$ cat src/rtl/rxq_pkg.sv
`timescale 1ns/1ps
package rxq_pkg;

    localparam int BYTE_W = 8;
    localparam int CTRL_W = 11;

    typedef enum logic [2:0] {
        RA_CTRL  = 3'd0,
        RA_XFER  = 3'd1,
        RA_ERR   = 3'd2,
        RA_LEVEL = 3'd3,
        RA_DATA  = 3'd4
    } rxq_addr_e;

    // error log, bit 3 down to bit 0
    typedef struct packed {
        logic brk;
        logic frame;
        logic parity;
        logic overrun;
    } rxq_err_t;

    typedef struct packed {
        logic              fifo_en;
        logic [2:0]        rx_trig;
        logic [2:0]        tx_trig;
        logic [BYTE_W-1:0] hold;
        logic              hold_rdy;
        logic              irq_rx;
        logic              irq_err;
        logic              tx_flush;
    } rxq_top_t;

endpackage

$ cat src/rtl/rxq_ring.sv
`timescale 1ns/1ps
module rxq_ring #(
    parameter int DEPTH = 16,
    parameter int DW    = 8
) (
    input  logic                         clk,
    input  logic                         rst_n,
    input  logic                         flush,
    input  logic                         push,
    input  logic [DW-1:0]                din,
    input  logic                         pop,
    output logic                         push_ok,
    output logic [DW-1:0]                dout,
    output logic [$clog2(DEPTH+1)-1:0]   count,
    output logic                         full,
    output logic                         empty
);
    localparam int AW = (DEPTH > 1) ? $clog2(DEPTH) : 1;
    localparam int CW = $clog2(DEPTH+1);

    typedef struct packed {
        logic [AW-1:0] wp;
        logic [AW-1:0] rp;
        logic [CW-1:0] cnt;
    } ring_t;

    ring_t st_d, st_q;
    logic [DW-1:0] mem_q [DEPTH];
    logic pop_ok;

    function automatic logic [AW-1:0] step_ptr(input logic [AW-1:0] p);
        return (p == AW'(DEPTH-1)) ? '0 : p + AW'(1);
    endfunction

    assign full  = (st_q.cnt == CW'(DEPTH));
    assign empty = (st_q.cnt == '0);
    assign count = st_q.cnt;
    assign dout  = mem_q[st_q.rp];

    always_comb begin
        pop_ok  = pop && !empty && !flush;
        push_ok = push && !flush && (!full || pop_ok);
        st_d    = st_q;
        if (flush) begin
            st_d = '0;
        end else begin
            if (push_ok) st_d.wp = step_ptr(st_q.wp);
            if (pop_ok)  st_d.rp = step_ptr(st_q.rp);
            if (push_ok && !pop_ok)      st_d.cnt = st_q.cnt + CW'(1);
            else if (pop_ok && !push_ok) st_d.cnt = st_q.cnt - CW'(1);
        end
    end

    always_ff @(posedge clk or negedge rst_n) begin
        if (!rst_n) st_q <= '0;
        else        st_q <= st_d;
    end

    always_ff @(posedge clk) begin
        if (push_ok) mem_q[st_q.wp] <= din;
    end

    // the level never exceeds capacity
    a_r2_count_bound: assert property (@(posedge clk) disable iff (!rst_n)
        st_q.cnt <= CW'(DEPTH));

    // a store attempt on a full ring with no read leaves it full
    a_r4_full_drop: assert property (@(posedge clk) disable iff (!rst_n)
        (push && full && !pop && !flush) |=> full);

    // a simultaneous store and read keep the level
    a_r13_simul_level: assert property (@(posedge clk) disable iff (!rst_n)
        (push && pop && !empty && !flush) |=> $stable(st_q.cnt));

endmodule

$ cat src/rtl/rxq_errlog.sv
`timescale 1ns/1ps
module rxq_errlog
    import rxq_pkg::*;
(
    input  logic     clk,
    input  logic     rst_n,
    input  rxq_err_t set,
    input  logic     rd_clr,
    output rxq_err_t value
);
    rxq_err_t log_d, log_q;

    always_comb begin
        log_d = (rd_clr ? rxq_err_t'('0) : log_q) | set;
    end

    always_ff @(posedge clk or negedge rst_n) begin
        if (!rst_n) log_q <= '0;
        else        log_q <= log_d;
    end

    assign value = log_q;

    // a read with nothing new arriving leaves an empty log
    a_r7_clear_on_read: assert property (@(posedge clk) disable iff (!rst_n)
        (rd_clr && set == '0) |=> (value == '0));

    // without a read, logged bits are never lost
    a_r7_sticky: assert property (@(posedge clk) disable iff (!rst_n)
        !rd_clr |=> ((value & $past(value)) == $past(value)));

endmodule

$ cat src/rtl/rxq_status_unit.sv
`timescale 1ns/1ps
module rxq_status_unit
    import rxq_pkg::*;
#(
    parameter int DEPTH = 16
) (
    input  logic               clk,
    input  logic               rst_n,
    input  logic               rx_valid,
    input  logic [7:0]         rx_data,
    input  logic               rx_parity_err,
    input  logic               rx_frame_err,
    input  logic               rx_break,
    input  logic               bus_wr,
    input  logic               bus_rd,
    input  logic [2:0]         bus_addr,
    input  logic [CTRL_W-1:0]  bus_wdata,
    output logic [31:0]        bus_rdata,
    input  logic [7:0]         tx_level,
    input  logic               tx_full,
    output logic               irq_rx_req,
    output logic               irq_err_req,
    output logic               tx_flush
);
    localparam int CW   = $clog2(DEPTH+1);
    localparam int STEP = DEPTH / 8;

    rxq_top_t st_d, st_q;

    logic             wr_ctrl, rd_data, rd_err, rx_flush, in_push;
    logic [BYTE_W-1:0] in_byte;
    logic             ring_push, ring_pop, push_ok;
    logic [BYTE_W-1:0] head;
    logic [CW-1:0]    count;
    logic             full, empty;
    rxq_err_t         err_set, err_val;
    logic [CW-1:0]    thr;
    logic             ready;

    assign wr_ctrl  = bus_wr && (bus_addr == RA_CTRL);
    assign rd_data  = bus_rd && (bus_addr == RA_DATA);
    assign rd_err   = bus_rd && (bus_addr == RA_ERR);
    assign rx_flush = wr_ctrl && bus_wdata[1];
    assign in_push  = rx_valid || rx_break;
    assign in_byte  = rx_break ? '0 : rx_data;

    assign ring_push = st_q.fifo_en && in_push;
    assign ring_pop  = st_q.fifo_en && rd_data;

    rxq_ring #(.DEPTH(DEPTH), .DW(BYTE_W)) u_ring (
        .clk     (clk),
        .rst_n   (rst_n),
        .flush   (rx_flush),
        .push    (ring_push),
        .din     (in_byte),
        .pop     (ring_pop),
        .push_ok (push_ok),
        .dout    (head),
        .count   (count),
        .full    (full),
        .empty   (empty)
    );

    always_comb begin
        err_set.overrun = ring_push && !push_ok && !rx_flush;
        err_set.parity  = rx_valid && !rx_break && rx_parity_err;
        err_set.frame   = rx_valid && !rx_break && rx_frame_err;
        err_set.brk     = rx_break;
    end

    rxq_errlog u_errlog (
        .clk    (clk),
        .rst_n  (rst_n),
        .set    (err_set),
        .rd_clr (rd_err),
        .value  (err_val)
    );

    // next-state
    always_comb begin
        st_d          = st_q;
        st_d.tx_flush = wr_ctrl && bus_wdata[2];
        st_d.irq_err  = (|err_set) || (ring_pop && empty);
        st_d.irq_rx   = !st_q.fifo_en && in_push;
        if (wr_ctrl) begin
            st_d.fifo_en = bus_wdata[0];
            st_d.rx_trig = bus_wdata[6:4];
            st_d.tx_trig = bus_wdata[10:8];
        end
        if (!st_q.fifo_en) begin
            if (in_push) begin
                st_d.hold     = in_byte;
                st_d.hold_rdy = 1'b1;
            end else if (rd_data) begin
                st_d.hold_rdy = 1'b0;
            end
        end
    end

    always_ff @(posedge clk or negedge rst_n) begin
        if (!rst_n) st_q <= '0;
        else        st_q <= st_d;
    end

    assign thr         = CW'((32'(st_q.rx_trig) + 32'd1) * STEP);
    assign ready       = st_q.fifo_en ? !empty : st_q.hold_rdy;
    assign irq_rx_req  = st_q.fifo_en ? (count >= thr) : st_q.irq_rx;
    assign irq_err_req = st_q.irq_err;
    assign tx_flush    = st_q.tx_flush;

    // read mux
    always_comb begin
        bus_rdata = '0;
        case (bus_addr)
            RA_CTRL: begin
                bus_rdata[0]    = st_q.fifo_en;
                bus_rdata[6:4]  = st_q.rx_trig;
                bus_rdata[10:8] = st_q.tx_trig;
            end
            RA_XFER:  bus_rdata[0] = ready;
            RA_ERR:   bus_rdata[3:0] = err_val;
            RA_LEVEL: begin
                bus_rdata[7:0]   = full ? 8'd0 : 8'(count);
                bus_rdata[8]     = full;
                bus_rdata[23:16] = tx_level;
                bus_rdata[24]    = tx_full;
            end
            RA_DATA: begin
                if (st_q.fifo_en) bus_rdata[7:0] = empty ? 8'd0 : head;
                else              bus_rdata[7:0] = st_q.hold;
            end
            default: bus_rdata = '0;
        endcase
    end

    // an empty-queue data read raises the error request next cycle
    a_r9_empty_read: assert property (@(posedge clk) disable iff (!rst_n)
        (st_q.fifo_en && rd_data && empty) |=> irq_err_req);

    // a receive flush leaves the queue empty
    a_r11_flush_empties: assert property (@(posedge clk) disable iff (!rst_n)
        (wr_ctrl && bus_wdata[1]) |=> (count == '0));

    // direct-mode arrival gives a receive request next cycle
    a_r10_direct_pulse: assert property (@(posedge clk) disable iff (!rst_n)
        (!st_q.fifo_en && !wr_ctrl && in_push) |=> irq_rx_req);

    // a break always produces an error request next cycle
    a_r5_break_err: assert property (@(posedge clk) disable iff (!rst_n)
        rx_break |=> irq_err_req);

endmodule

$ cat config.mk
export PLATFORM = sky130hd
export DESIGN_NAME = rxq_status_unit
export DESIGN_NICKNAME = d
export VERILOG_FILES = /design/src/rtl/rxq_pkg.sv /design/src/rtl/rxq_ring.sv /design/src/rtl/rxq_errlog.sv /design/src/rtl/rxq_status_unit.sv
export SDC_FILE = /design/constraint.sdc
export NUM_CORES = 1
export LEC_CHECK = 0
export BUFFER_PORTS_ARGS = -buffer_cell sky130_fd_sc_hd__clkbuf_2
export CAP_MARGIN = 10
export CORE_ASPECT_RATIO = 0.75
export CORE_MARGIN = 1.5
export CORE_UTILIZATION = 45
export CTS_CLUSTER_DIAMETER = 80
export DETAILED_ROUTE_END_ITERATION = 8
export SLEW_MARGIN = 20
export SYNTH_ARGS = -nofsm -noshare
export SYNTH_HDL_FRONTEND = slang
export SYNTH_HIERARCHICAL = 1
export SYNTH_SLANG_ARGS = --single-unit
export TNS_END_PERCENT = 10
$ cat constraint.sdc
create_clock -name clk -period 3.75 [get_ports clk]
set_input_delay 0.5625 -clock clk [delete_from_list [all_inputs] [get_ports clk]]
set_output_delay 0.5625 -clock clk [all_outputs]
set_load 0.005 [all_outputs]
# Yosys cells after proc, flatten, opt, wreduce, memory -nomap -nowiden
# Memories as Yosys holds them, arrays and structs flattened.
# Cells that the tools add are included.
# word_totals
register_bits,36
word_cells,95
mem_bits_rw,128
out_inout_bits,35
n_memories,1
input_bits,39
# memory_table
name,words,width,read_ports,rd_clocked_by_memory_dff,wr,line,rtl
u_ring.mem_q,16,8,1,0,1,rxq_ring.sv:28,logic [DW-1:0] mem_q [DEPTH];
# classes
eq_ne,7
bitwise,2
n_lt_le_gt_ge,1
addsub,5
n_reduce_logical,39
n_mux,25
# ops
operator,n
$mux 8,3
$logic_and 1x1->1,20
$mux 4,5
$pmux 3 s3,2
$mux 5,3
$mux 13,1
$mux 9,1
$add 4x1->4 const B,2
$eq 4x4->1 const B,2
$logic_not 1->1,7
$eq 3x2->1 const B,2
$mux 1,6
$reduce_bool 2->1,3
$add 5x1->5 const B,1
$eq 5x5->1 const B,1
$ge 5x5->1,1
$logic_not 5->1,1
$pmux 1 s5,1
$sub 5x1->5 const B,1
$add 3x1->4 const B,1
$or 4x4->4,1
$pmux 1 s2,2
$reduce_and 2->1,2
$reduce_or 4->1,1
other kinds (7),9

# Longest topological paths before layout
# Gate-level depths: netlist (run 1).
# logic_depth
depth_word,12
ltp_mapped,13
depth_no_buf,11

# Cells and area by module
# The synthesis (run 1) kept the hierarchy.
# by_module_without_submodules
module,cells_per_inst,n_inst,seq_area_each_um2,area_per_inst_um2
rxq_ring,325,1,4169.0,5945.7
rxq_status_unit,162,1,475.5,1498.9
rxq_errlog,9,1,100.1,133.9

# Worst setup path after synthesis (run 1)
# Ideal clock, no wire load.
# synth_path
path_kind,in2reg
start,input port bus_addr[1]
end,register u_ring.st_q (netlist bit u_ring/count[4])
path_stages,13
setup_time_ns,0.082
path_buffers,2
setup_slack_ns,0.533
t_arrival_ns,3.135
required_time_ns,3.668
path_cell_list,or3b_1 buf_6 nor2_4 nor2b_1 a21o_1 nor2_2 buf_2 nand2_1 ha_1 nand2b_1 a2111o_1 o22a_1 a31oi_1
# synth_via
elab_chain_len,10
word_cells_on_any_way,19
classes_between,1 x eq/ne; 2 x mux; 16 x reduce/logical
# synth_rtl
item,line,rtl
start: declaration,rxq_status_unit.sv:16,"input logic [2:0] bus_addr,"
$eq 3x3->1 *,rxq_status_unit.sv:41,assign rd_data = bus_rd && (bus_addr == RA_DATA);
$logic_and 1x1->1 *,rxq_status_unit.sv:41,
$logic_and 1x1->1 *,rxq_status_unit.sv:48,assign ring_pop = st_q.fifo_en && rd_data;
net ring_pop,rxq_status_unit.sv:32,"logic ring_push, ring_pop, push_ok;"
$logic_and 1x1->1 * (2 in series),rxq_ring.sv:41,pop_ok = pop && !empty && !flush;
$logic_or 1x1->1 *,rxq_ring.sv:42,push_ok = push && !flush && (!full || pop_ok);
$logic_and 1x1->1 *,rxq_ring.sv:42,
net push_ok,rxq_status_unit.sv:32,
$logic_and 1x1->1 / $logic_not 1->1 (equally long branches),"rxq_ring.sv:49, rxq_ring.sv:50",
$mux 5 / $logic_and 1x1->1 (equally long branches),"rxq_ring.sv:49, rxq_ring.sv:50",
$mux 13 / $reduce_bool 3->1 (equally long branches),-,
end signal: assignment,rxq_ring.sv:56,else st_q <= st_d;
end: declaration,rxq_ring.sv:27,"ring_t st_d, st_q;"
# Mark *: on every way through the listed nets, which the timed path passes. The rest lies on a longest branch.
# A chain may end at the register's enable or synchronous reset.

# Worst setup path after layout (run 1)
# layout_path
start,register u_ring/st_q[5] in the netlist's numbering
end,output port bus_rdata[4]
# layout_via
elab_chain_len,4
# layout_rtl
item,line,rtl
$mem_v2 16x8,-,
net head[4],rxq_status_unit.sv:33,logic [BYTE_W-1:0] head;
$mux 8 (2 in series),rxq_status_unit.sv:129,if (st_q.fifo_en) bus_rdata[7:0] = empty ? 8'd0 : head;
$pmux 3 s3,rxq_status_unit.sv:114,case (bus_addr)
end: declaration,rxq_status_unit.sv:18,"output logic [31:0] bus_rdata,"
# The timed path passes the listed nets, and every way through them passes these cells.

==> impl_results.md, run 1 <==
- Cts repair resizes: 0
- Placer Congestion: 0.812
- Final slew viol count: 0
- Hold Path Class: input pin to async pin
- Comb pwr share: approximately 28%
- Global-route wire length before repair: approximately 26,000 um
- Syn-to-layout area delta: 14.3%
- Setup crit end kind: output port
- Post-DP Area: roughly 8100 sq um
- Hold Fails Final Rpt: 0
- DRC: 1
- Initial DRC count: 306
- Clk slew on worst S/H paths: 0.07 ns
- CTS H-tree lvls: 4
- Clock root buffer: clkbuf_16
- Failing checks: design-rule violations
- Wl on met1: approximately 8500 um
- Distinct cells, synth: around 60
- Cell mode on critical path: a21oi_1
- Vias/cell: 5.56
- EDFF count, synth: approximately 130
- Largest net degree at the start of global routing: 37
- Top delay family on crit path: compound AO/OA/AOI/OAI gates
- Worst Path Arrival: 2.89 ns
- Grt ovf: 0
- Top_reg_cell synth: edfxtp_1
- Max layer used: met4
- Sequential group share of total power: between 40% and 50%
- Dpl ws: ~0.36 ns
- Mean area per synthesized cell: between 15 and 20 sq um
- Commonest non-fill, non-tap cell in the layout: edfxtp_1
- Worst slew pin tran: approximately 1.0 ns
- Port Buf Inserts: 59
- Register Area: approximately 4700 sq um
- Static Leak: approximately 3.3 nW
- Min Tclk post-route: ~3.5 ns
- Flops & latches, synth: ~160
- HPWL Detailed: ~12,000 um
- Row cnt: 40
- Setup bufs post-CTS: 0
- Proportion of synthesized area in mux cells: a little over an eighth
- Post-Route WL: approximately 17,000 um
- CTS max path bufs: 2
- ANT nets after route: 0
- DR vias: between 4,000 and 5,000
- CTS sink cnt: 164
- Simple-gate portion of the synthesized area: about a tenth
- Post-DR wirelength/cell: about 22 um
- Ys async rst share: a little over a fifth
- Fin crit share: roughly 92%
- Yosys warning total: 6
- Clk pwr share: 29.6%
- Largest cells by area after synthesis: edfxtp_1 51%, dfrtp_1 12%, mux4_2 9.5%, ha_1 2.1%, nor2b_1 2.1%
- CP max FO: 13
- Max_slew headroom: 30.6%
- Starting Density: a little under half
- Commonest non-fill, non-tap cells in the layout: 128 x edfxtp_1, 59 x clkbuf_2, 35 x dfrtp_1
- Sw frac: a little under a third
- Die width: about 150 um
- Die Area: about 18,000 sq um
- Worst path slowest cell: dfrtp_2
- Fill cells: between 1,000 and 1,500
- Setup total negative slack: 0 ns
- Final instance area: between 8000 and 9000 sq um
- # Max-Cap Violations: 0
- Num CTS Buffers: 17
- CP Cell Sequence: mux4_2 -> nor2b_1 -> a211oi_1 -> a21oi_1 -> a21oi_1 -> o22ai_1 -> clkbuf_2
- Peak VDD IR: between 0.3 and 0.4 mV
- CP Class: flip-flop to output port
- Synth area leader: edfxtp_1
- Clk_lat worst skew: roughly 0.42 ns
- CP Launch Type: flip-flop
- CTS tree: done
- Maximum clock rate: around 0.29 GHz
- Final #Nets: 616
- Vias in the first global route: around 4,300
- Total Power: 0.00565 W
- Cell-internal power: about 0.0039 W
- I/O Pins: 74
- Buf/Inv on CP: 1
- Main combinational cell family by area after synthesis: multiplexers
- Total GRT Usage: between 20% and 30%
- CTS Hold Buffers Added: 0
- # setup viols final: 0
- P_sw: between 0.0015 and 0.002 W
- DR pass1 iterations: 9
- Post-synthesis xor/xnor area fraction: less than 1%
- Yosys top cell area share: around half
- Area of the multi-input gates: 2580 sq um
- Power per cell area: 653 nW/um^2
- Compound-Gate Fraction of Synth Area: under 10%
- Worst Path Required: ~3.2 ns
- Status: complete, but fails checks
- Met3 wire len: 1010 um
- PnR worst setup slack: 0.296 ns
- Synth Area in Adders: between 2 and 2.5%
- Share of layout cells above drive strength 1: between 20% and 30%
- Post-synthesis sequential area ratio: a little over three fifths
- WL met2: 7510 um
- Diodes inserted: 0
- CP peak stage delay: roughly 0.63 ns
- Core area: between 15,000 and 20,000 sq um
- Die H: approximately 120 um
- Post-Synthesis Cells: a little under 500
- Initial antenna violation count: 0
- RSZ-0062 raised after global routing: no
- Post-Syn Area: between 7000 and 8000 sq um
- Final worst clock skew: between 0.009 and 0.01 ns
==> metal layers <==
metal / vias up / global-route usage [%]
li1: 1995 / -
met1: 2255 / 32.1
met2: 110 / 28.4
met3: 8 / 4.30
met4: 0 / 5.56
met5: - / 0
==> final timing paths <==
path / depth (start not counted) / slack [ns] / startpoint / endpoint
worst max-delay path: 7 / 0.30 / u_ring/st_q[5] / bus_rdata[4]
worst min-delay path: 1 / 0.27 / rst_n / st_q[16]
worst max register to register: 9 / 0.86 / u_ring/count[1] / u_ring/count[4]
worst min register to register: 1 / 0.48 / st_q[14] / st_q[14]
max in group asynchronous: 1 / 2.83 / rst_n / u_ring/st_q[5]
min in group clk: 2 / 0.35 / bus_wdata[2] / tx_flush
==> kinds of logic after synthesis <==
family / Yosys count
and+or+nand+nor: 128
xor gates and xnor gates: 6
DFF: 164
AOI/OAI and AO/OA: 69
muxes: 60
other: 1
adders and majority gates: 14
buffers and inverters: 54
==> cell type report <==
class / instances / share of cell area (%)
Tap cell: 210 / 3.03
Sequential cell: 164 / 54.8
Clock buffer: 20 / 5.65
Inverter: 14 / 0.607
Multi-Input combinational cell: 289 / 29.8
Clock inverter: 12 / 0.997
Timing Repair Buffer: 77 / 5.11
==> cell usage after synthesis (12+ instances only) <==
cell type	number
nand2_1	12
buf_4	20
and2_1	17
and3_1	17
edfxtp_1	128
a21oi_1	22
nor2_1	21
inv_1	12
dfrtp_1	36
nor2b_1	25
ha_1	13
mux4_2	32
==> state kept, by name (all words and copies together), names as in the netlist <==
name            cells
irq_err_req         1
st_q               17
tx_flush            1
u_errlog/value      4
u_ring/count        5
u_ring/mem_q      128
u_ring/st_q         8
==> power groups by stage <==
stage,registers [W],clock network (W),logic [W]
after floorplan,0.00229,0,0.00127
after global placement,0.00244,0,0.00153
after detailed placement,0.00245,0,0.00156
after CTS,0.00241,0.00171,0.00157
after global routing,0.00245,0.00178,0.00172
final,0.00241,0.00168,0.00157
==> stage by stage <==
| stage | util [%] | hold slack [ns] | instances |
|---|---|---|---|
| after floorplan | - | 0.267 | 507 |
| after global placement | 49.6 | 0.458 | 754 |
| after detailed placement | 49.6 | 0.469 | 754 |
| after CTS | 53.2 | 0.298 | 786 |
| after global routing | 53.2 | 0.345 | 786 |
| final | 53.2 | 0.266 | 786 |
No activity file was read; power rests on OpenSTA's default activity.
==> inputs of run 2 (changes only) <==
--- a/config.mk
+++ b/config.mk
@@ -9,9 +9,10 @@
 export CAP_MARGIN = 10
 export CORE_ASPECT_RATIO = 0.75
 export CORE_MARGIN = 1.5
-export CORE_UTILIZATION = 45
+export CORE_UTILIZATION = 59
 export CTS_CLUSTER_DIAMETER = 80
 export DETAILED_ROUTE_END_ITERATION = 8
+export PLACE_DENSITY = 0.8
 export SLEW_MARGIN = 20
 export SYNTH_ARGS = -nofsm -noshare
 export SYNTH_HDL_FRONTEND = slang
==> run 2 against run 1 <==
Net effect: the flow now finishes without violations; design area is 0.62% lower; critical path depth increased by 1; non-clock buffer count fell by 6; sequential share of layout area grew 0.34 points; clock skew decreased by 0.0013 ns; global-route usage increased by 5.6 points; count of clock-buffer cells in the layout up 1; core utilization increased by 16 points; sequential cell count unchanged; first-iteration DRC count increased by 39%; total power up 2.2%; wire length fell by 3.8%; critical endpoint is now bus_rdata[1]; largest power group unchanged.
==> impl_results.md, run 2 (synthesized netlist as in run 1, its figures left out) <==
- Status: complete, no violations
- Worst Path Arrival: around 3.0 ns
- Top delay family on crit path: multiplexers
- Maximum clock rate: roughly 0.28 GHz
- Static Leak: between 3 and 4 nW
- Diodes inserted: 0
- Global-route wire length before repair: approximately 25,000 um
- CP Class: flip-flop to output port
- Sequential group share of total power: between 40% and 50%
- Core area: 12,400 sq um
- Initial antenna violation count: 0
- Min Tclk post-route: around 3.5 ns
- Comb pwr share: a little over a quarter
- Worst slew pin tran: around 1.1 ns
- Reg-to-Reg Start: u_ring/count[1]
- Reg2reg setup slack: ~0.85 ns
- Post-DP Area: ~8000 sq um
- Starting Density: between 60% and 70%
- Initial DRC count: 425
- Final instance area: roughly 8600 sq um
- Share of layout cells above drive strength 1: 28.6%
- Clk_lat worst skew: between 0.4 and 0.5 ns
- Buf/Inv on CP: 2
- RSZ-0062 raised after global routing: no
- I/O Pins: 74
- Hold Fails Final Rpt: 0
- Grt ovf: 0
- Peak VDD IR: a little over 0.5 mV
- CTS tree: done
- Syn-to-layout area delta: 13.6%
- Sw frac: a little under a third
- Wl on met1: between 6000 and 7000 um
- Fin crit share: 93.8%
- Max layer used: met4
- CTS H-tree lvls: 4
- Vias/cell: around 6
- Die width: between 100 and 150 um
- Final #Nets: between 600 and 700
- CP Launch Type: flip-flop
- Cell-internal power: between 0.004 and 0.005 W
- Setup total negative slack: 0 ns
- CTS sink cnt: about 160
- Final worst clock skew: about 0.008 ns
- Max FFs per register: about 130
- Commonest non-fill, non-tap cells in the layout: 128 x edfxtp_1, 59 x clkbuf_2, 35 x dfrtp_1
- Met3 wire len: ~1200 um
- Largest net degree at the start of global routing: 37
- Vias in the first global route: ~4,600
- CTS max path bufs: 2
- Cell mode on critical path: o22ai_1
- P_sw: 0.00175 W
- Clk slew on worst S/H paths: about 0.070 ns
- # Max-Cap Violations: 0
- Hold Path Class: input pin to async pin
- WL met2: between 8000 and 9000 um
- Total GRT Usage: roughly a quarter
- DR vias: ~4,500
- Biggest register: u_ring/mem_q
- Clk pwr share: 31.0%
- DR pass1 iterations: 5
- Final slew viol count: 0
- # setup viols final: 0
- Placer Congestion: roughly 0.90
- Post-DR wirelength/cell: between 20 and 25 um
- Setup bufs post-CTS: 0
- Worst Path Required: around 3.2 ns
- CTS Hold Buffers Added: 0
- Die H: 101 um
- ANT nets after route: 0
- Setup crit end kind: output port
- Leading registers by flop count: u_ring/mem_q: 128 flops, st_q: 17 flops, u_ring/st_q: 8 flops
- Port Buf Inserts: 59
- Row cnt: 35
- CP max FO: 17
- CP peak stage delay: roughly 0.77 ns
- Cts repair resizes: 0
- Clock root buffer: clkbuf_16
- Post-Route WL: around 16,000 um
- FF-to-FF End: u_ring/count[4]
- Max_slew headroom: 26.0%
- Commonest non-fill, non-tap cell in the layout: edfxtp_1
- Die Area: ~14,000 sq um
- CP Cell Sequence: buf_12 -> mux4_2 -> o22ai_1 -> nor2_1 -> nor2b_1 -> mux2i_1 -> o22ai_1 -> clkbuf_2
- Worst path slowest cell: dfrtp_2
- Power per cell area: 671 nW/um^2
- HPWL Detailed: about 11,000 um
- Num CTS Buffers: 17
- Worst Reg2Reg Path Length in Cells: 9
- DRC: 0
## run 2: worst max path at each step
stage,start,to,slack [ns],cells past startpoint
6_report,u_ring/st_q[5],bus_rdata[1],0.23,8
3_5_place_dp,bus_addr[2],u_ring/count[4],0.29,12
2_1_floorplan,bus_addr[1],u_ring/count[4],0.53,13
3_3_place_gp,bus_addr[2],u_ring/count[4],0.42,12
5_1_grt,u_ring/st_q[5],bus_rdata[1],0.1,8
4_1_cts,u_ring/st_q[5],bus_rdata[1],0.22,8
## run 2: per-layer routing
metal	global-route usage, %	vias to the layer above
met4	7.78	0
met1	36.2	2337
li1	-	1990
met3	6.06	18
met5	0	-
met2	41.4	164
## run 2: per-stage QoR
step / setup WS (ns) / cells / power (W) / hold slack, ns / util, %
2_1_floorplan: 0.533 / 507 / 0.00356 / 0.267 / -
3_3_place_gp: 0.415 / 704 / 0.00389 / 0.459 / 64.3
3_5_place_dp: 0.293 / 704 / 0.00398 / 0.464 / 64.3
4_1_cts: 0.223 / 736 / 0.00579 / 0.270 / 69.3
5_1_grt: 0.0972 / 736 / 0.00603 / 0.316 / 69.4
6_report: 0.233 / 736 / 0.00578 / 0.261 / 69.4
## run 2: worst reg2reg max path, stage by stage (launching register included)
cell	delay [ns]
dfrtp_1	0.51
nor4_4	0.48
a21o_1	0.30
nor2_2	0.09
and2_1	0.15
fa_1	0.39
nand2b_1	0.18
a2111o_1	0.39
o22a_1	0.21
a31oi_1	0.12
## run 2: cell type report
class | instances | area (sq um)
multi-input combinational | 289 | 2580
fill | 833 | 3790
inverter | 14 | 52.6
timing repair buffer | 71 | 398
sequential | 164 | 4750
clock buffer | 21 | 504
clock inverter | 11 | 118
tap | 166 | 208
## run 2: power by group through the flow
stage / logic [W] / clock network (W) / registers (W)
2_1_floorplan: 0.00127 / 0 / 0.00229
3_3_place_gp: 0.00143 / 0 / 0.00246
3_5_place_dp: 0.00150 / 0 / 0.00248
4_1_cts: 0.00153 / 0.00181 / 0.00245
5_1_grt: 0.00167 / 0.00188 / 0.00248
6_report: 0.00153 / 0.00179 / 0.00245
==> inputs of run 3 (changes only) <==
--- a/config.mk
+++ b/config.mk
@@ -13,6 +13,7 @@
 export CTS_CLUSTER_DIAMETER = 80
 export DETAILED_ROUTE_END_ITERATION = 8
 export PLACE_DENSITY = 0.8
+export REMOVE_ABC_BUFFERS = 1
 export SLEW_MARGIN = 20
 export SYNTH_ARGS = -nofsm -noshare
 export SYNTH_HDL_FRONTEND = slang
==> run 3 against run 2 <==
Net effect: combinational power about the same; fmax up 0.33%; clock power down 4%; design area down 0.47%; critical path depth down 1; global-route usage down 0.78 points; die area unchanged; non-clock buffer count up 1; critical path type unchanged.
==> impl_results.md, run 3 (synthesized netlist as in run 1, its figures left out) <==
- Setup bufs post-CTS: 0
- Commonest non-fill, non-tap cells in the layout: 128 x edfxtp_1, 59 x clkbuf_2, 35 x dfrtp_1
- Total Power: 0.00565 W
- Static Leak: around 3.3 nW
- CTS max path bufs: 2
- Vias/cell: 6.09
- Clock root buffer: clkbuf_16
- Max FFs per register: ~130
- Min Tclk post-route: roughly 3.5 ns
- Initial DRC count: 412
- Buf/Inv on CP: 2
- Hold Path Class: input pin to async pin
- Maximum clock rate: ~0.29 GHz
- Worst Path Arrival: 2.94 ns
- Post-Route WL: between 15,000 and 20,000 um
- Power per cell area: 659 nW/um^2
- # setup viols final: 0
- Cts repair resizes: 0
- CP peak stage delay: 0.76 ns
- Max_slew headroom: 22.9%
- Row cnt: 35
- DR pass1 iterations: 5
- Starting Density: 61.2%
- Final slew viol count: 0
- CP Class: flip-flop to output port
- Final worst clock skew: about 0.011 ns
- Hold Fails Final Rpt: 0
- Port Buf Inserts: 59
- Final #Nets: between 600 and 700
- CTS Hold Buffers Added: 0
- Syn-to-layout area delta: 13.0%
- Share of layout cells above drive strength 1: around 29%
- Worst path slowest cell: dfrtp_2
- CTS H-tree lvls: 4
- Non-filler cells in the finished layout: between 700 and 800
- Cell mode on critical path: a21oi_1
- Setup crit end kind: output port
- Initial antenna violation count: 0
- Largest net degree at the start of global routing: 37
- Final Hold Slack: approximately 0.28 ns
- CTS tree: done
- Setup total negative slack: 0 ns
- HPWL Detailed: approximately 11,000 um
- Commonest non-fill, non-tap cell in the layout: edfxtp_1
- Worst Path Required: between 3 and 4 ns
- DR vias: approximately 4,500
- Fin crit share: between 90 and 100%
- Post-DR wirelength/cell: between 20 and 25 um
- Peak VDD IR: 0.424 mV
- CP Launch Type: flip-flop
- Biggest register: u_ring/mem_q
- Global-route wire length before repair: approximately 25,000 um
- Leading registers by flop count: u_ring/mem_q: 128 flops, st_q: 17 flops, u_ring/st_q: 8 flops
- Die Area: between 10,000 and 15,000 sq um
- Die width: ~130 um
- CP Cell Sequence: buf_4 -> mux4_2 -> mux2i_1 -> a21oi_1 -> a21oi_1 -> o2111ai_1 -> clkbuf_2
- ANT nets after route: 0
- Total GRT Usage: ~25%
- DRC: 0
- Core area: approximately 12,000 sq um
- Grt ovf: 0
- Num CTS Buffers: 17
- Vias in the first global route: about 4,500
- CTS sink cnt: around 160
- Die H: roughly 100 um
- DP Cell Count: ~700
- Status: complete, no violations
- Diodes inserted: 0
- Placer Congestion: roughly 0.94
- Top delay family on crit path: flip-flops
- Clk_lat worst skew: between 0.4 and 0.5 ns
- CP max FO: 19
- RSZ-0062 raised after global routing: no
- Worst slew pin tran: 1.15 ns
- Clk slew on worst S/H paths: 0.07 ns
- I/O Pins: 74
- # Max-Cap Violations: 0
==> run 3: changes by cell type in the layout (fill, tap and decap cells not counted), sizes merged <==
cell,before,now
clkinvlp,1,4
clkbuf,80,78
clkinv,6,4
buf,12,13
inv,16,17
==> run 3: final timing paths <==
check	endpoint	slack, ns	startpoint	cells after the start
max in group asynchronous	u_ring/st_q[5]	2.79	rst_n	1
setup / recovery	bus_rdata[0]	0.24	u_ring/st_q[5]	7
min in group clk	st_q[14]	0.35	bus_wdata[10]	2
setup reg to reg	u_ring/count[4]	0.83	st_q[18]	11
hold reg to reg	st_q[14]	0.48	st_q[14]	1
hold / removal	st_q[18]	0.28	rst_n	1
==> run 3: per-stage QoR <==
stage	cell area (sq um)	setup WS [ns]	util, %
3_3_place_gp	7970	0.407	64.3
3_5_place_dp	7970	0.304	64.3
6_report	8570	0.245	69.1
2_1_floorplan	7370	0.434	-
5_1_grt	8570	0.0678	69.1
4_1_cts	8550	0.196	69.0
==> run 3: layout make-up <==
cell class | count | area, sq um
Fill cell | 793 | 3830
Clock buffer | 19 | 433
Multi-Input combinational cell | 289 | 2580
Timing Repair Buffer | 72 | 393
Sequential cell | 164 | 4750
Tap cell | 166 | 208
Inverter | 14 | 52.6
Clock inverter | 13 | 151
==> run 3: power breakdown <==
group	total, W	leakage (nW)	internal [W]	switching, W
registers	0.00243	1.61	0.00216	0.000275
logic	0.00151	1.40	0.000748	0.000761
clock network	0.00171	0.271	0.000990	0.000717
==> run 3: per-layer routing <==
layer	global-route usage (%)	up-vias	part of all wire, %
li1	-	1990	-
met1	36.2	2300	44
met2	38.4	175	48
met3	4.85	21	7.0
met4	10.5	0	1.3
met5	0	-	0
